### src/rtl/rom_select_pkg.sv
package rom_select_pkg;
   typedef enum logic [2:0] {
      ST_CMD, ST_READ, ST_MATCH, ST_SBIT, ST_SCMP, ST_SRX, ST_DONE, ST_DEAD
   } rse_state_t;

   localparam logic [7:0] CMD_READ     = 8'h33;
   localparam logic [7:0] CMD_MATCH    = 8'h55;
   localparam logic [7:0] CMD_SEARCH   = 8'hF0;
   localparam logic [7:0] CMD_SKIP     = 8'hCC;
   localparam logic [7:0] CMD_RESUME   = 8'hA5;
   localparam logic [7:0] CMD_OD_SKIP  = 8'h3C;
   localparam logic [7:0] CMD_OD_MATCH = 8'h69;
endpackage

### src/rtl/rom_id_crc.sv
module rom_id_crc #(
   parameter int DATA_W = 56,
   parameter int CRC_W  = 8,
   parameter logic [CRC_W-1:0] POLY_R = 8'h8C
) (
   input  logic [DATA_W-1:0] data,
   output logic [CRC_W-1:0]  crc
);
   logic [CRC_W-1:0] chain [0:DATA_W];
   assign chain[0] = '0;
   for (genvar i = 0; i < DATA_W; i++) begin : g_step
      logic fb;
      assign fb = chain[i][0] ^ data[i];
      assign chain[i+1] = (chain[i] >> 1) ^ (fb ? POLY_R : '0);
   end
   assign crc = chain[DATA_W];
endmodule

### src/rtl/rom_bit_ptr.sv
module rom_bit_ptr #(
   parameter int IDX_W = 6
) (
   input  logic             clk,
   input  logic             rst_n,
   input  logic             clr,
   input  logic             inc,
   output logic [IDX_W-1:0] idx,
   output logic             last
);
   always_ff @(posedge clk or negedge rst_n) begin
      if (!rst_n)   idx <= '0;
      else if (clr) idx <= '0;
      else if (inc) idx <= idx + 1'b1;
   end
   assign last = (idx == {IDX_W{1'b1}});
endmodule

### src/rtl/rom_select_engine.sv
module rom_select_engine
   import rom_select_pkg::*;
#(
   parameter int FAM_W  = 8,
   parameter int SER_W  = 48,
   parameter int CRC_W  = 8,
   parameter logic [FAM_W-1:0] FAMILY = 8'h2D,
   parameter logic [SER_W-1:0] SERIAL = 48'h00A1B2C3D4E5,
   parameter bit OD_EN = 1'b1
) (
   input  logic       clk,
   input  logic       rst_n,
   input  logic       bus_reset,
   input  logic       bus_reset_std,
   input  logic       rx_byte_vld,
   input  logic [7:0] rx_byte,
   input  logic       rx_bit_vld,
   input  logic       rx_bit,
   input  logic       tx_bit_done,
   output logic       tx_bit_vld,
   output logic       tx_bit,
   output logic       rx_bit_req,
   output logic       rx_byte_req,
   output logic       selected,
   output logic       overdrive,
   output logic       mem_go
);
   localparam int ID_W   = FAM_W + SER_W + CRC_W;
   localparam int BODY_W = FAM_W + SER_W;
   localparam int IDX_W  = $clog2(ID_W);

   if (ID_W != (1 << IDX_W)) begin : g_bad_len
      $error("identity length must be a power of two");
   end
   if (CRC_W != 8) begin : g_bad_crc
      $error("identity CRC must be 8 bits wide");
   end

   logic [CRC_W-1:0] id_crc;
   logic [ID_W-1:0]  id_vec;
   logic [IDX_W-1:0] idx;
   logic             idx_last;
   logic             idx_inc;
   logic             cur_bit;

   rom_id_crc #(.DATA_W(BODY_W), .CRC_W(CRC_W), .POLY_R(8'h8C)) u_crc (
      .data ({SERIAL, FAMILY}),
      .crc  (id_crc)
   );
   assign id_vec  = {id_crc, SERIAL, FAMILY};

   rom_bit_ptr #(.IDX_W(IDX_W)) u_ptr (
      .clk   (clk),
      .rst_n (rst_n),
      .clr   (bus_reset),
      .inc   (idx_inc),
      .idx   (idx),
      .last  (idx_last)
   );
   assign cur_bit = id_vec[idx];

   rse_state_t st_q, st_n;
   logic sel_set, rc_set, rc_clr, od_set;
   logic rc_q, sel_q, go_q;

   always_comb begin
      st_n    = st_q;
      idx_inc = 1'b0;
      sel_set = 1'b0;
      rc_set  = 1'b0;
      rc_clr  = 1'b0;
      od_set  = 1'b0;
      unique case (st_q)
         ST_CMD: if (rx_byte_vld) begin
            rc_clr = 1'b1;
            if (rx_byte == CMD_READ)        st_n = ST_READ;
            else if (rx_byte == CMD_MATCH)  st_n = ST_MATCH;
            else if (rx_byte == CMD_SEARCH) st_n = ST_SBIT;
            else if (rx_byte == CMD_SKIP) begin
               st_n = ST_DONE; sel_set = 1'b1;
            end else if (rx_byte == CMD_RESUME) begin
               rc_clr = 1'b0;
               if (rc_q) begin st_n = ST_DONE; sel_set = 1'b1; end
               else st_n = ST_DEAD;
            end else if (OD_EN && rx_byte == CMD_OD_SKIP) begin
               st_n = ST_DONE; sel_set = 1'b1; od_set = 1'b1;
            end else if (OD_EN && rx_byte == CMD_OD_MATCH) begin
               st_n = ST_MATCH; od_set = 1'b1;
            end else st_n = ST_DEAD;
         end
         ST_READ: if (tx_bit_done) begin
            if (idx_last) begin st_n = ST_DONE; sel_set = 1'b1; end
            else idx_inc = 1'b1;
         end
         ST_MATCH: if (rx_bit_vld) begin
            if (rx_bit != cur_bit) st_n = ST_DEAD;
            else if (idx_last) begin
               st_n = ST_DONE; sel_set = 1'b1; rc_set = 1'b1;
            end else idx_inc = 1'b1;
         end
         ST_SBIT: if (tx_bit_done) st_n = ST_SCMP;
         ST_SCMP: if (tx_bit_done) st_n = ST_SRX;
         ST_SRX: if (rx_bit_vld) begin
            if (rx_bit != cur_bit) st_n = ST_DEAD;
            else if (idx_last) begin
               st_n = ST_DONE; sel_set = 1'b1; rc_set = 1'b1;
            end else begin
               idx_inc = 1'b1; st_n = ST_SBIT;
            end
         end
         default: st_n = st_q;
      endcase
      if (bus_reset) begin
         st_n = ST_CMD; idx_inc = 1'b0; sel_set = 1'b0;
         rc_set = 1'b0; rc_clr = 1'b0; od_set = 1'b0;
      end
   end

   always_ff @(posedge clk or negedge rst_n) begin
      if (!rst_n) begin
         st_q  <= ST_CMD;
         rc_q  <= 1'b0;
         sel_q <= 1'b0;
         go_q  <= 1'b0;
      end else begin
         st_q <= st_n;
         go_q <= sel_set;
         if (bus_reset)    sel_q <= 1'b0;
         else if (sel_set) sel_q <= 1'b1;
         if (rc_set)       rc_q <= 1'b1;
         else if (rc_clr)  rc_q <= 1'b0;
      end
   end

   if (OD_EN) begin : g_od
      logic od_q;
      always_ff @(posedge clk or negedge rst_n) begin
         if (!rst_n)                          od_q <= 1'b0;
         else if (bus_reset && bus_reset_std) od_q <= 1'b0;
         else if (od_set)                     od_q <= 1'b1;
      end
      assign overdrive = od_q;
   end else begin : g_no_od
      logic unused_od;
      assign unused_od = od_set ^ bus_reset_std;
      assign overdrive = 1'b0;
   end

   assign rx_byte_req = (st_q == ST_CMD);
   assign rx_bit_req  = (st_q == ST_MATCH) || (st_q == ST_SRX);
   assign tx_bit_vld  = (st_q == ST_READ) || (st_q == ST_SBIT) || (st_q == ST_SCMP);
   assign tx_bit      = (st_q == ST_SCMP) ? ~cur_bit : cur_bit;
   assign selected    = sel_q;
   assign mem_go      = go_q;
endmodule

### config.mk
export PLATFORM = sky130hd
export DESIGN_NAME = rom_select_engine
export DESIGN_NICKNAME = d
export VERILOG_FILES = /design/src/rtl/rom_select_pkg.sv /design/src/rtl/rom_id_crc.sv /design/src/rtl/rom_bit_ptr.sv /design/src/rtl/rom_select_engine.sv
export SDC_FILE = /design/constraint.sdc
export NUM_CORES = 1
export LEC_CHECK = 0
export ABC_CLOCK_PERIOD_IN_PS = 6940
export BUFFER_PORTS_ARGS = -buffer_cell sky130_fd_sc_hd__buf_2
export CORE_ASPECT_RATIO = 0.9
export CORE_UTILIZATION = 60
export CTS_CLUSTER_SIZE = 25
export DETAILED_ROUTE_END_ITERATION = 6
export GPL_TIMING_DRIVEN = 0
export PLACE_DENSITY = 0.76
export SLEW_MARGIN = 5
export SYNTH_ARGS = -nofsm -noshare
export SYNTH_HDL_FRONTEND = slang
export SYNTH_HIERARCHICAL = 1
export SYNTH_SLANG_ARGS = --single-unit
### constraint.sdc
create_clock -name clk -period 6.94 [get_ports clk]
set_clock_uncertainty 0.2 [all_clocks]
set_input_delay 0.694 -clock clk [delete_from_list [all_inputs] [get_ports clk]]
set_output_delay 0.694 -clock clk [all_outputs]
set_load 0.05 [all_outputs]
# == Yosys cells after proc, flatten, opt, wreduce, memory -nomap -nowiden ==
# Memory sizes are Yosys's and may differ from the RTL's.
# Cells that the tools add are included.
# totals
elab_cells,112
input_bits,16
out_inout_bits,7
register_bits,13
rom_bits,64
n_memories,1
# classes
order_cmp,1
n_reduce_logical,12
bitwise,1
eq_ne,20
add_sub_neg,1
muxes,70
# memory_table
memory,words,word_bits,rd,rd_clocked_by_memory_dff,write_ports,line,rtl
(no name shown),64,1,1,0,0,rom_select_engine.sv:60,assign cur_bit = id_vec[idx];
# ops
cell,n
$mux 3,18
$mux 1,47
$eq 8x8->1 const B,3
$ne 3x3->1 const B,6
$pmux 3 s6,1
$eq 8x6->1 const B,2
$eq 8x7->1 const B,2
$mux 6,2
$reduce_bool 2->1,4
$lt 6x7->1 const B,1
$reduce_and 7->1,1
$reduce_bool 7->1,1
$add 6x1->6 const B,1
$eq 3x2->1 const B,2
$eq 3x3->1 const B,2
$eq 6x6->1 const B,1
$eq 3x1->1 const B,1
$logic_not 3->1,1
$logic_or 1x1->1,3
$pmux 1 s3,1
$pmux 1 s2,1
$reduce_or 2->1,1
$logic_and 1x1->1,1
$ne 1x1->1,1
$not 1->1,1

# == Depth between registers and ports, before layout ==
# Gate-level depths: netlist (run 1).
# logic_depth
ltp_word,13
ltp_mapped,21
ltp_nobuf,17

# == Cells and area by module ==
# Netlist (run 1), hierarchy kept.
# modules_own_cells
mod,n_inst,area_per_inst_um2,cells_each
rom_id_crc,1,1986.9,160
rom_select_engine,1,1061.0,141
rom_bit_ptr,1,281.5,28

# == Worst setup path after synthesis (run 1) ==
# OpenSTA, ideal clock, no wires.
# synth_timing
path_type,reg2out
start,reg u_ptr.idx[2]
end,out tx_bit
stages_incl_launch_ff,8
path_slack_ps,3789
arrival_ps,2257
cell_sequence,dfrtp_1 -> buf_2 -> o21bai_1 -> a211oi_1 -> o221ai_2 -> o31a_1 -> buf_6 -> xnor2_1
# synth_via
elab_chain_len,4
# synth_lines
element,line,rtl
start: declaration,rom_bit_ptr.sv:8,"output logic [IDX_W-1:0] idx,"
start signal: assignment,rom_bit_ptr.sv:14,else if (inc) idx <= idx + 1'b1;
$mem_v2 64x1 *,-,
$mux 1 (not written as such) *,rom_select_engine.sv:60,
$not 1->1,rom_select_engine.sv:152,assign tx_bit = (st_q == ST_SCMP) ? ~cur_bit : cur_bit;
$mux 1 *,rom_select_engine.sv:152,
end: declaration,rom_select_engine.sv:21,"output logic tx_bit,"
# Every way passes the cells marked *; elsewhere a longest branch is shown, timed or not. The select of a mux whose other input is x is not followed.

# == Final worst setup path (run 1) ==
# Same ends and word-level chain as after synthesis.

==> run_results.csv, run 1 <==
group,metric,value,unit
floorplanning,start_util,0.630,
worst_setup_path,reg2reg_depth,12,
worst_setup_path,crit_start,"u_ptr/idx[2]$_DFFE_PN0P_",
synth,ys_seq_elements,13,
synth,synth-xor-area-share,0.602,
synth,synth.area.top_cells,"xnor2_1 (23%), xnor3_1 (20%), dfrtp_1 (9.8%)",
synth,synthAdderAreaFrac,0.00376,
sta,post-route-period-util,0.456,
global_route,grt_pass1_vias,2364,
synth,synth_top_family_by_area,"XOR/XNOR gates",
cells_and_area,nets,468,
floorplanning,ioPinCount,23,
floorplanning,die_y,72.7,um
cells_and_area,postLayoutCoreUtil,0.742,
synth,synth-compound-area-share,0.0928,
floorplanning,die_w,80.5,um
placement,place.gp.congestion,0.840,
placement,dp_hpwl,5080,um
cells_and_area,drive_gt1_frac,0.113,
routing,routed_via_density,4.79,
clock_network,post-cts-setup-buffer-count,0,
sta,tns,0,ps
clock_network,clock_sinks,13,
job,cap_violations,0,
worst_setup_path,required,6050,ps
clock_network,clock_latency,240,ps
sta,fmax,316,MHz
clock_network,cts_max_path_buffers,2,
global_route,grt_max_degree,14,
worst_setup_path,critPathCaptureType,"output port",
synth,netlist_area,3330,um2
worst_setup_path,worstReg2RegStart,"u_ptr/idx[2]$_DFFE_PN0P_",
synth,ys.flop_type,"dfrtp_1",
sta,post-route-min-period,3160,ps
sta,rsz0062_at_grt,"false",
synth,yosysSeqAreaShare,0.0977,
synth,yosysTopAreaCell,"xnor2_1",
clock_network,clk_pin_slew,60,ps
sta,final-max-slew-violation-count,0,
clock_network,cts_tree,"done",
global_route,grt_pass1_wl,10200,um
placement,numPlacedInstances,513,
worst_setup_path,cp.arrival,2270,ps
sta,hold_slack,136,ps
clock_network,htree_num_levels,1,
clock_network,cts_resized,0,
placement,portBuffers,21,
sta,hold_violations,0,
floorplanning,dieArea,5850,um2
synth,postSynthAreaPerCell,10.1,um2
synth,synth_edf_count,0,
synth,synth.distinct_cells,62,
synth,yosysWarnings,6,
routing,drt-pass1-iter-count,4,
worst_hold_path,hp-class,"in2async",
synth,synth_top_area_frac,0.231,
cells_and_area,final_cells,517,
routing,drt_iter0_markers,115,
routing,drt_wl_total,6020,um
routing,route.detailed.drc,0,
cells_and_area,insertedDiodeCount,0,
worst_setup_path,crit_path_max_fanout,9,
routing,post_drt_wl_per_cell,11.6,um
global_route,grt.total_usage,0.228,
routing,antenna_left,0,
global_route,antenna_found_initial,0,
floorplanning,core_region_area,5290,um2
cells_and_area,area_growth,17.9,%
global_route,grt-ovfl-total,0,
clock_network,hold_buffers,0,
clock_network,cts_buffers,3,
synth,synthCells,329,
synth,async_flop_share,1.00,
sta,final-setup-viol-count,0,
worst_setup_path,critical_path_class,"reg2out",
worst_setup_path,critPathLaunchType,"flop",
status,outcome,"finished, final reports clean",
synth,synth_mux_area_frac,0.0327,
clock_network,cts_root_buf,"clkbuf_8",
routing,vias,2477,
floorplanning,core.rowCount,25,
synth,yosys.area_share.simple,0.130,
## layout by cell type (no fill, tap or decap), types with 3 or more instances in the layout
| cell type | netlist | routed |
|---|---|---|
| inv_1 | 7 | 7 |
| xnor3_1 | 29 | 29 |
| nand3b_1 | 3 | 3 |
| nor2_1 | 15 | 15 |
| o21ai_0 | 7 | 7 |
| nor3_1 | 3 | 3 |
| nand3_1 | 7 | 7 |
| nor2b_1 | 4 | 4 |
| buf_2 | 3 | 24 |
| xnor3_2 | 5 | 5 |
| xnor2_1 | 88 | 88 |
| nor4b_1 | 3 | 3 |
| xor3_1 | 7 | 7 |
| xnor2_2 | 3 | 3 |
| clkbuf_1 | 8 | 9 |
| nand4_1 | 5 | 5 |
| dfrtp_1 | 13 | 13 |
| mux2i_1 | 6 | 6 |
| nand2_1 | 15 | 15 |
| a21oi_1 | 8 | 8 |
| nand4b_1 | 3 | 3 |
| conb_1 | 2 | 98 |
| nor4bb_1 | 3 | 3 |
| buf_4 | 6 | 6 |
| clkbuf_8 | 0 | 3 |
| xor2_1 | 28 | 28 |
## layout make-up
cell class | count | area [um2]
plain buffers | 19 | 105
clock buffers | 4 | 45.0
fillers | 431 | 1360
inverters | 7 | 26.3
multi-input cells | 386 | 3230
flip-flops and latches | 13 | 325
well taps | 67 | 83.8
repair buffers | 21 | 105
## worst paths after layout
kind                       slack [ps]                  endpoint
setup / recovery                 3780                    tx_bit
setup reg to reg                 3820  u_ptr/idx[5]$_DFFE_PN0P_
min in group clk                  290     overdrive$_DFFE_PN0P_
hold reg to reg                   290     overdrive$_DFFE_PN0P_
hold / removal                    140          rc_q$_DFFE_PN0P_
max in group asynchronous        6160  u_ptr/idx[5]$_DFFE_PN0P_
## state kept, by name, indices dropped and copies added (netlist names)
signal	flops
selected	1
overdrive	1
u_ptr/idx	6
mem_go	1
rc_q	1
st_q	3
## worst max-delay path: stages (launching register included)
cell	delay [ps]
dfrtp_1	430
buf_2	190
o21bai_1	160
a211oi_1	410
o221ai_2	160
o31a_1	140
buf_6	140
xnor2_1	110
buf_2	270
## Yosys cell counts (4+ instances only)
cell,n
xnor2_1,88
xnor3_1,29
xor2_1,28
nand2_1,15
nor2_1,15
dfrtp_1,13
a21oi_1,8
clkbuf_1,8
inv_1,7
nand3_1,7
o21ai_0,7
xor3_1,7
buf_4,6
mux2i_1,6
nand4_1,5
xnor3_2,5
nor2b_1,4
## layer usage
metal	wire (um)	track usage	part of all wire	vias up
li1	-	-	-	1288
met1	2880	0.310	0.48	1153
met2	2970	0.398	0.49	32
met3	137	0.0338	0.023	4
met4	30	0.0258	0.0050	0
met5	0	0	0	-
## stage by stage
| stage | worst slack (ps) | instance area (um2) |
|---|---|---|
| floorplan | 3790 | 3690 |
| global placement | 3940 | 3880 |
| detailed placement | 3930 | 3880 |
| CTS | 3790 | 3920 |
| global route | 3660 | 3920 |
| finish | 3780 | 3920 |
## logic make-up (layout without fill, tap and decap cells)
logic type	after synthesis	after routing
other	2	98
DFF	13	13
muxes	9	9
buffers and inverters	26	51
AOI/OAI and AO/OA	43	43
xor gates and xnor gates	160	160
and+or+nand+nor	75	75
adders and majority gates	1	1
Power of run 1 is left out: the tool's default activity adds up to more than one toggle a clock period on the data nets, which glitch-free logic cannot reach.
==> run 2: changes to the inputs <==
--- a/config.mk
+++ b/config.mk
@@ -5,10 +5,10 @@
 export SDC_FILE = /design/constraint.sdc
 export NUM_CORES = 1
 export LEC_CHECK = 0
-export ABC_CLOCK_PERIOD_IN_PS = 6940
+export ABC_CLOCK_PERIOD_IN_PS = 2550
 export BUFFER_PORTS_ARGS = -buffer_cell sky130_fd_sc_hd__buf_2
 export CORE_ASPECT_RATIO = 0.9
-export CORE_UTILIZATION = 60
+export CORE_UTILIZATION = 57
 export CTS_CLUSTER_SIZE = 25
 export DETAILED_ROUTE_END_ITERATION = 6
 export GPL_TIMING_DRIVEN = 0
==> constraint.sdc (replaced) <==
create_clock -name clk -period 2.55 [get_ports clk]
set_clock_uncertainty 0.2 [all_clocks]
set_input_delay 0.255 -clock clk [delete_from_list [all_inputs] [get_ports clk]]
set_output_delay 0.255 -clock clk [all_outputs]
set_load 0.05 [all_outputs]
==> run 2 against run 1 <==
Effect of this change:
- critical path type unchanged
- largest cell class unchanged
- global-route usage down 2.2 points
- register-to-register slack worse by 3800 ps
- critical endpoint unchanged
- hold slack worse by 85 ps
- non-clock buffer count up 13
- die area up 5.1%
- the run now ends with setup timing left
==> run_results.csv, run 2 (synthesis results as in run 1) <==
group,metric,value,unit
cells_and_area,drive_gt1_frac,0.164,
worst_setup_path,r2r_setup_slack,0,ps
routing,post_drt_wl_per_cell,11.6,um
routing,antenna_left,0,
sta,rsz0062_at_grt,"true",
worst_setup_path,crit_path_max_fanout,5,
worst_setup_path,cp.arrival,2130,ps
routing,routed_via_density,4.77,
sta,final-setup-viol-count,2,
sta,hold_violations,0,
cells_and_area,postLayoutCoreUtil,0.723,
global_route,grt-ovfl-total,0,
cells_and_area,layout_commonest_cell,"conb_1",
worst_setup_path,critPathCaptureType,"output port",
cells_and_area,layout_common_cells,"conb_1 (98), xnor2_1 (86), xnor3_1 (29), xor2_1 (27), buf_2 (23)",
sta,post-route-period-util,1.01,
cells_and_area,nets,481,
floorplanning,dieArea,6150,um2
worst_setup_path,critPathLaunchType,"flop",
status,outcome,"finished with violations",
routing,drt-pass1-iter-count,4,
sta,setup_ws,-36.9,ps
worst_setup_path,r2r-end,"u_ptr/idx[5]$_DFFE_PN0P_",
floorplanning,die_y,74.5,um
routing,drt_wl_total,6190,um
clock_network,clock_latency,240,ps
clock_network,cts_buffers,3,
routing,drt_iter0_markers,112,
placement,dp_hpwl,4890,um
floorplanning,ioPinCount,23,
cells_and_area,largest_reg_flops,6,
sta,hold_slack,51.7,ps
sta,fmax,387,MHz
worst_hold_path,hold_path_depth,2,
worst_setup_path,critical_path_class,"reg2out",
global_route,grt_max_degree,14,
routing,route.detailed.drc,0,
worst_hold_path,hold_end,"u_ptr/idx[0]$_DFFE_PN0P_",
worst_hold_path,hp-class,"in2reg",
cells_and_area,insertedDiodeCount,0,
cells_and_area,regMostFlops,"u_ptr/idx",
clock_network,clk_pin_slew,60,ps
clock_network,clock_sinks,13,
global_route,grt_pass1_wl,9680,um
cells_and_area,top_regs,"u_ptr/idx (6), st_q (3)",
floorplanning,core_region_area,5660,um2
cells_and_area,area_growth,22.9,%
floorplanning,start_util,0.588,
worst_setup_path,required,2100,ps
global_route,grt_pass1_vias,2203,
sta,post-route-min-period,2590,ps
status,violations,"setup timing",
clock_network,htree_num_levels,1,
cells_and_area,fillers,453,
global_route,grt.total_usage,0.207,
routing,vias,2540,
floorplanning,die_w,82.6,um
placement,place.gp.congestion,0.849,
job,cap_violations,0,
worst_setup_path,reg2reg_depth,11,
global_route,antenna_found_initial,0,
worst_setup_path,worstReg2RegStart,"u_ptr/idx[1]$_DFFE_PN0P_",
sta,final-max-slew-violation-count,0,
placement,portBuffers,21,
clock_network,cts_tree,"done",
floorplanning,core.rowCount,26,
clock_network,cts_max_path_buffers,2,
clock_network,cts_root_buf,"clkbuf_8",
worst_hold_path,hp-start,"bus_reset",
[run 2: cell count changes in the layout (fill, tap and decap cells not counted), moves of 2 or more]
| cell | change |
|---|---|
| o21ai_2 | +2 |
| dfrtp_2 | +3 |
| xnor2_1 | -2 |
| xnor2_2 | +2 |
| dfrtp_1 | -3 |
| buf_4 | +10 |
| buf_6 | +3 |
[run 2: final cells by class]
| type | instances | area, um2 | share of cell area |
|---|---|---|---|
| plain buffers | 17 | 100 | 0.0245 |
| clock buffers | 4 | 45.0 | 0.0110 |
| inverters | 7 | 26.3 | 0.00642 |
| multi-input cells | 386 | 3280 | 0.801 |
| flip-flops and latches | 13 | 329 | 0.0804 |
| well taps | 70 | 87.6 | 0.0214 |
| repair buffers | 36 | 225 | 0.0550 |
[run 2: routing by layer]
layer	share of wire	wire, um	up-vias	GRT usage
li1	-	-	1323	-
met1	0.49	3050	1174	0.290
met2	0.48	2960	39	0.354
met3	0.027	166	4	0.0307
met4	0.0024	15	0	0.0115
met5	0	0	-	0
[run 2: timing repair]
item / 4_1_cts / 5_1_grt
setup buffers: 10 / 3
hold buffers: 1 / 0
cloned: 0 / 1
hold endpoints to repair: 13 / 0
endpoints found under the setup margin: 8 / 9
pin swaps: 3 / 3
resized for setup: 9 / 9
[run 2: worst max-delay path, cell delays in order, from the launching register on]
cell and delay, ps:
dfrtp_1 400, buf_6 140, mux2i_1 110, a221o_1 350
o221ai_2 170, o31a_1 170, buf_6 120, buf_4 120
xnor2_2 120, buf_6 180
[run 2: through the flow]
| step | cells | TNS, ps | worst slack, ps | area, um2 |
|---|---|---|---|---|
| after global routing | 533 | -753 | -173 | 4090 |
| after CTS | 530 | -195 | -71.4 | 4040 |
| final | 533 | -39.6 | -36.9 | 4090 |
| after detailed placement | 516 | -1320 | -436 | 3900 |
| after floorplan | 425 | -121 | -121 | 3710 |
| after global placement | 516 | -1150 | -404 | 3900 |
[run 2: worst max path at each step]
stage                                         from  cells past startpoint  slack, ps                        to
after floorplan           u_ptr/idx[2]$_DFFE_PN0P_                     12       -120  u_ptr/idx[5]$_DFFE_PN0P_
after global placement    u_ptr/idx[2]$_DFFE_PN0P_                     12       -400  u_ptr/idx[5]$_DFFE_PN0P_
after detailed placement  u_ptr/idx[2]$_DFFE_PN0P_                     12       -440  u_ptr/idx[5]$_DFFE_PN0P_
after CTS                 u_ptr/idx[1]$_DFFE_PN0P_                     12        -70  u_ptr/idx[5]$_DFFE_PN0P_
after global routing      u_ptr/idx[1]$_DFFE_PN0P_                     11       -170  u_ptr/idx[5]$_DFFE_PN0P_
final                     u_ptr/idx[1]$_DFFE_PN0P_                      9        -40                    tx_bit
Power of run 2 is left out for the same reason.
